## src/rtl/uart_rx_pkg.sv

```systemverilog
// Package: shared constants and the frame sequencer state type.
// Assumes a 16x oversampling receiver.
package uart_rx_pkg;
    localparam int OSR      = 16;   // ticks per bit
    localparam int HALF_OSR = 8;    // ticks from start detect to start mid-point
    localparam int MIN_BITS = 5;    // word length for code 00

    typedef enum logic [2:0] {
        RX_IDLE,
        RX_START,
        RX_DATA,
        RX_PAR,
        RX_STOP
    } rx_state_e;
endpackage

```

## src/rtl/uart_rx_baud.sv

```systemverilog
// Module: free-running oversample tick generator.
// Outputs a one-cycle tick every 'divisor' clocks.
// Assumes: a divisor of 0 is handled like 1.
module uart_rx_baud #(
    parameter int DIV_W = 16
) (
    input  logic             clk,
    input  logic             rst_n,
    input  logic [DIV_W-1:0] divisor,
    output logic             tick
);
    logic [DIV_W-1:0] cnt;
    logic [DIV_W-1:0] lim;

    // Terminal count, with 0 mapped to 1.
    always_comb lim = (divisor == '0) ? '0 : divisor - 1'b1;

    assign tick = (cnt >= lim);

    // Cycle counter that wraps on each tick.
    always_ff @(posedge clk) begin
        if (!rst_n)    cnt <= '0;
        else if (tick) cnt <= '0;
        else           cnt <= cnt + 1'b1;
    end

    AST_TICK_SPACING: assert property (@(posedge clk) disable iff (!rst_n)
        (tick && divisor > 16'd1) |=> (!tick || divisor <= 16'd1));
endmodule

```

## src/rtl/uart_rx_parchk.sv

```systemverilog
// Module: combinational parity checker.
// Compares the received parity bit with the expected value.
// Assumes: unused upper data bits are zero.
module uart_rx_parchk #(
    parameter int DATA_W = 8
) (
    input  logic [DATA_W-1:0] data,
    input  logic              pbit,
    input  logic              en,
    input  logic              even,
    input  logic              stick,
    output logic              err
);
    logic expect_bit;

    // Work out the expected parity bit for the selected mode.
    always_comb begin
        if (stick)     expect_bit = ~even;
        else if (even) expect_bit = ^data;
        else           expect_bit = ~(^data);
        err = en && (pbit != expect_bit);
    end
endmodule

```

## src/rtl/uart_rx_frame.sv

```systemverilog
// Module: frame sequencer.
// Confirms the start bit, samples the data bits, the parity bit and the first stop bit.
// 'done' pulses on the tick that samples the stop bit.
// Assumes: rx_in is synchronous, and the settings are stable during a frame.
module uart_rx_frame
    import uart_rx_pkg::*;
#(
    parameter int DATA_W = 8
) (
    input  logic              clk,
    input  logic              rst_n,
    input  logic              tick,
    input  logic              rx_in,
    input  logic [1:0]        word_len,
    input  logic              par_en,
    output logic              done,
    output logic              stop_bit,
    output logic              par_bit,
    output logic [DATA_W-1:0] data
);
    localparam int IDX_W = $clog2(DATA_W);
    localparam int CNT_W = $clog2(OSR);
    localparam logic [CNT_W-1:0] FULL_END = CNT_W'(OSR - 1);
    localparam logic [CNT_W-1:0] HALF_END = CNT_W'(HALF_OSR - 1);

    rx_state_e        state;
    logic [CNT_W-1:0] tcnt;
    logic [IDX_W-1:0] bidx;
    logic [IDX_W-1:0] last_idx;
    logic [DATA_W-1:0] shreg;

    // Index of the final data bit for the chosen word length.
    always_comb last_idx = IDX_W'(word_len) + IDX_W'(MIN_BITS - 1);

    // Step through the frame on each oversample tick.
    always_ff @(posedge clk) begin
        if (!rst_n) begin
            state   <= RX_IDLE;
            tcnt    <= '0;
            bidx    <= '0;
            shreg   <= '0;
            par_bit <= 1'b0;
        end else if (tick) begin
            case (state)
                RX_IDLE: begin
                    if (!rx_in) begin
                        state <= RX_START;
                        tcnt  <= '0;
                    end
                end
                RX_START: begin
                    if (tcnt == HALF_END) begin
                        tcnt <= '0;
                        if (!rx_in) begin
                            state <= RX_DATA;
                            bidx  <= '0;
                            shreg <= '0;
                        end else begin
                            state <= RX_IDLE;
                        end
                    end else begin
                        tcnt <= tcnt + 1'b1;
                    end
                end
                RX_DATA: begin
                    if (tcnt == FULL_END) begin
                        tcnt        <= '0;
                        shreg[bidx] <= rx_in;
                        if (bidx == last_idx) state <= par_en ? RX_PAR : RX_STOP;
                        else                  bidx  <= bidx + 1'b1;
                    end else begin
                        tcnt <= tcnt + 1'b1;
                    end
                end
                RX_PAR: begin
                    if (tcnt == FULL_END) begin
                        tcnt    <= '0;
                        par_bit <= rx_in;
                        state   <= RX_STOP;
                    end else begin
                        tcnt <= tcnt + 1'b1;
                    end
                end
                RX_STOP: begin
                    if (tcnt == FULL_END) begin
                        tcnt  <= '0;
                        state <= RX_IDLE;
                    end else begin
                        tcnt <= tcnt + 1'b1;
                    end
                end
                default: state <= RX_IDLE;
            endcase
        end
    end

    assign done     = tick && (state == RX_STOP) && (tcnt == FULL_END);
    assign stop_bit = rx_in;
    assign data     = shreg;

    AST_START_CONFIRMED: assert property (@(posedge clk) disable iff (!rst_n)
        (state == RX_DATA && $past(state) == RX_START) |-> !$past(rx_in));
    AST_BIDX_RANGE: assert property (@(posedge clk) disable iff (!rst_n)
        (state == RX_DATA) |-> (bidx <= last_idx));
    AST_DONE_LEAVES_STOP: assert property (@(posedge clk) disable iff (!rst_n)
        done |=> (state == RX_IDLE));
endmodule

```

## src/rtl/uart_rx_core.sv

```systemverilog
// Module: top of the receiver.
// Holds the received data register and the four status flags, and updates them
// when a frame completes or the read strobe arrives.
// Assumes: rx_in is synchronous to clk.
module uart_rx_core #(
    parameter int DIV_W  = 16,
    parameter int DATA_W = 8
) (
    input  logic              clk,
    input  logic              rst_n,
    input  logic              rx_in,
    input  logic [DIV_W-1:0]  divisor,
    input  logic [1:0]        word_len,
    input  logic              par_en,
    input  logic              par_even,
    input  logic              par_stick,
    input  logic              rd_stb,
    output logic [DATA_W-1:0] rx_data,
    output logic              data_ready,
    output logic              parity_err,
    output logic              frame_err,
    output logic              overrun
);
    logic              tick;
    logic              frm_done;
    logic              frm_stop;
    logic              frm_pbit;
    logic [DATA_W-1:0] frm_data;
    logic              pe_new;

    uart_rx_baud #(.DIV_W(DIV_W)) u_baud (
        .clk(clk), .rst_n(rst_n), .divisor(divisor), .tick(tick)
    );

    uart_rx_frame #(.DATA_W(DATA_W)) u_frame (
        .clk(clk), .rst_n(rst_n), .tick(tick), .rx_in(rx_in),
        .word_len(word_len), .par_en(par_en), .done(frm_done),
        .stop_bit(frm_stop), .par_bit(frm_pbit), .data(frm_data)
    );

    uart_rx_parchk #(.DATA_W(DATA_W)) u_par (
        .data(frm_data), .pbit(frm_pbit), .en(par_en),
        .even(par_even), .stick(par_stick), .err(pe_new)
    );

    // Load a completed character, or clear the flags on a read.
    always_ff @(posedge clk) begin
        if (!rst_n) begin
            rx_data    <= '0;
            data_ready <= 1'b0;
            parity_err <= 1'b0;
            frame_err  <= 1'b0;
            overrun    <= 1'b0;
        end else if (frm_done) begin
            rx_data    <= frm_data;
            data_ready <= 1'b1;
            parity_err <= pe_new;
            frame_err  <= ~frm_stop;
            overrun    <= data_ready && !rd_stb;
        end else if (rd_stb) begin
            data_ready <= 1'b0;
            parity_err <= 1'b0;
            frame_err  <= 1'b0;
            overrun    <= 1'b0;
        end
    end

    AST_NEW_CHAR_READY: assert property (@(posedge clk) disable iff (!rst_n)
        frm_done |=> data_ready);
    AST_OVR_NEEDS_READY: assert property (@(posedge clk) disable iff (!rst_n)
        overrun |-> data_ready);
    AST_OVR_RISE: assert property (@(posedge clk) disable iff (!rst_n)
        $rose(overrun) |-> $past(data_ready));
    AST_READ_CLEARS: assert property (@(posedge clk) disable iff (!rst_n)
        (rd_stb && !frm_done) |=> (!data_ready && !overrun));
endmodule

```

## config.mk

```make
export PLATFORM = sky130hd
export DESIGN_NAME = uart_rx_core
export DESIGN_NICKNAME = d
export VERILOG_FILES = /design/src/rtl/uart_rx_pkg.sv /design/src/rtl/uart_rx_baud.sv /design/src/rtl/uart_rx_parchk.sv /design/src/rtl/uart_rx_frame.sv /design/src/rtl/uart_rx_core.sv
export SDC_FILE = /design/constraint.sdc
export NUM_CORES = 1
export LEC_CHECK = 0
export ABC_AREA = 1
export BUFFER_PORTS_ARGS = -buffer_cell sky130_fd_sc_hd__buf_2
export CAP_MARGIN = 15
export CORE_ASPECT_RATIO = 2
export CORE_MARGIN = 4
export CORE_UTILIZATION = 51
export DETAILED_ROUTE_END_ITERATION = 12
export PLACE_DENSITY = 0.74
export SYNTH_ARGS = -nofsm -noshare
export SYNTH_HDL_FRONTEND = slang
export SYNTH_SLANG_ARGS = --single-unit
```

## constraint.sdc

```tcl
create_clock -name clk -period 3.1 [get_ports clk]
set_input_delay 0.62 -clock clk [delete_from_list [all_inputs] [get_ports clk]]
set_output_delay 0.62 -clock clk [all_outputs]
set_load 0.02 [all_outputs]
```

==> flow_summary.ini <==
[clocking]
cts.sinks = 47
root_buffer = clkbuf_16
htree_levels = 2
clk_latency_ps = 290
cts-buffers-inserted = 5
cts_buffer_depth = 2
path_clk_slew_ps = 70
tritoncts = done

[pwr]
p_total_uw = 1370
power.density_mw_per_mm2 = 329
p_leak_uw = 0.00187
irDropWorstVdd_mv = 0.426

[floorplan]
die_x_um = 65.0
core_region_area_mm2 = 0.00631
die_height_um = 122
die_area_mm2 = 0.00793
std_cell_rows = 41
start_util_pct = 52.5
io_pins = 37

[finish]
antenna_cells = 0
fin_area_mm2 = 0.00417
fin_nets = 624
fillerInstances = 578
utilization_pct = 66.1
syn_to_final_growth_pct = 26.0
final-instance-count-excl-fill = 665
multi_input_area_mm2 = 0.00217
ff_latch_area_um2 = 941
layout-drive-gt1-share_pct = 23.5

[sta]
period_share_pct = 96.6
fmax_mhz = 334
relSlewSlack_pct = 63.6
tightest_slew_ps = 543
period_minus_slack_ps = 3000
final_hold_viol_count = 0
slew_viol_final = 0
finalSetupViolations = 0
fin_worst_skew_ps = 4.54

[routing]
drc = 0
ant_nets = 0
finalWirelength_um = 8620
wl_per_cell_um = 13.0
route.vias.total = 3526
first_pass_iters = 4
avgViaCountPerCell = 5.30
drtIter0Drc = 96

[grt]
gr-max-usage-layer = met2
globalRouteMet1Util_pct = 19.0
grt.overflow.total = 0
grt_max_degree = 25
grt_usage_pct = 21.8
grt_pass1_vias = 3389
grt_pass1_wl_um = 13700
globalRouteMet3Util_pct = 2.95
use_met2_pct = 44.8
antenna_found_initial = 0

[synth]
yosys_warnings = 0
synth_top_flop_cell = dfxtp_1
synth_nets = 553
synth_top_area_share_pct = 28.4
synth_cells = 507
ys_types = 42
ys_ff_latch = 47
synthArstFlopShare_pct = 0
syn_avg_cell_area_um2 = 6.53
synth_edf_count = 0
yosys-top-cells-count = nand2_1 (117), nor2_1 (63), inv_1 (60)
syn_area_mm2 = 0.00331
synth_area_leader_cell = dfxtp_1
seq_area_frac_synth_pct = 28.4
netlist_top_cells_area = dfxtp_1 (28%), nand2_1 (13%), ha_1 (7.9%), nor2_1 (7.1%), inv_1 (6.8%)
yosysMostFrequentCell = nand2_1

[worst_setup_path]
path_cells = buf_2 -> inv_2 -> ha_4 -> inv_1 -> nor2_2 -> inv_2 -> nor2_4 -> inv_1 -> nor2_2 -> nand2_1 -> nor2_1 -> o211ai_1 -> ha_1 -> nand4_1 -> a21oi_2 -> nor2_2 -> nand2_4 -> buf_4 -> clkbuf_16 -> nand3_1 -> nand2_1 -> a21oi_1
crit_family = simple AND/OR/NAND/NOR gates
required_ps = 3310
crit_top_cell = nor2_2
crit_fanout = 12
worstSetupEndpointType = register
cp-start-kind = input pin
worst-path-buf-inv = 7
arrival_ps = 3210
critPathSlowestCell = ha_1
max_stage_delay_ps = 320
path_class = input pin to register

[place]
dp_hpwl_um = 6420
gp_congestion = 0.872
dp.cells = 650
placed_cell_area_mm2 = 0.00380
numPortBuffers = 36

[flow_run]
drv_cap = 0

[worst_hold_path]
hold_class = register to register

[run_status]
status = finished clean
## per-layer routing
metal / wire [um] / vias to the layer above
li1: - / 1787
met1: 3060 / 1653
met2: 5060 / 66
met3: 224 / 20
met4: 272 / 0
met5: 0 / -
## sequential cells by signal, indices dropped and copies added, names as in the netlist
signal           flops
data_ready           1
frame_err            1
overrun              1
parity_err           1
rx_data              8
u_baud.cnt          16
u_frame.bidx         3
u_frame.data         8
u_frame.par_bit      1
u_frame.state        3
u_frame.tcnt         4
## logic make-up after synthesis
kind of cell	count (synthesis)	share of synthesized area, %
compound gates	64	10.9
flops	47	28.4
xor+xnor	15	3.97
simple gates	281	38.9
buf+inv	79	9.86
fa+ha+maj	21	7.93
## power by group
group / internal (uW) / switching [uW] / total [uW]
clock network: 380 / 240 / 620
logic: 63.3 / 80.1 / 143
registers: 607 / 3.28 / 610
## placed cells by master (no fill, tap or decap), types with 3 or more instances in the layout
master     instances
nor2_4             3
inv_1             54
o21ai_0           10
o21ai_1            9
nand3_1           32
nor3_1            13
or2_2              4
clkbuf_16          6
nor2_1            58
buf_4             33
nor3b_1            4
xor2_1            11
nand2_2            6
or2_0              6
nand2_1          112
buf_6              3
nor2_2             8
ha_1              19
a21oi_2            4
nand4_1           21
buf_2             37
a21oi_1           29
inv_2             10
xnor2_1            4
dfxtp_1           47
## worst register-to-register path: cells and delay by family, from the launching register on
| kind | cells | cell delay [ps] |
|---|---|---|
| buffers and inverters | 3 | 360 |
| AND/OR/NAND/NOR | 9 | 700 |
| adder cells (fa/ha/maj) | 1 | 280 |
| AO/OA/AOI/OAI | 1 | 140 |
| flip-flops | 1 | 440 |
## worst paths after layout
kind                 startpoint              end  slack (ps)  cells past startpoint
setup reg to reg  u_baud.cnt[5]  u_frame.data[4]        1090                     14
hold reg to reg   u_baud.cnt[0]    u_baud.cnt[0]         470                      1
hold / removal    u_baud.cnt[0]    u_baud.cnt[0]         470                      1
setup / recovery     divisor[1]  u_frame.data[4]         100                     22
## stage by stage
stage	worst slack [ps]	hold slack [ps]	setup TNS, ps
2_1_floorplan	15.4	430	0
3_3_place_gp	-185	448	-4630
3_5_place_dp	-276	469	-8340
4_1_cts	12.9	485	0
5_1_grt	-51.6	501	-399
6_report	104	473	0
## final cells by class
type                            instances  share of cell area [%]
Inverter                               67                    6.12
Tap cell                               86                    2.58
Multi-Input combinational cell        381                    52.0
Clock inverter                          3                    1.05
Timing Repair Buffer                   76                    12.7
Sequential cell                        47                    22.5
Clock buffer                            5                    3.00
## what timing repair did
action / in CTS / in global routing
endpoints found under the hold margin: 0 / 0
buffers inserted: 0 / 5
hold buffers: 0 / 0
setup endpoints to repair: 0 / 47
gates resized for setup: 0 / 43
(Power assumes the default switching activity.)
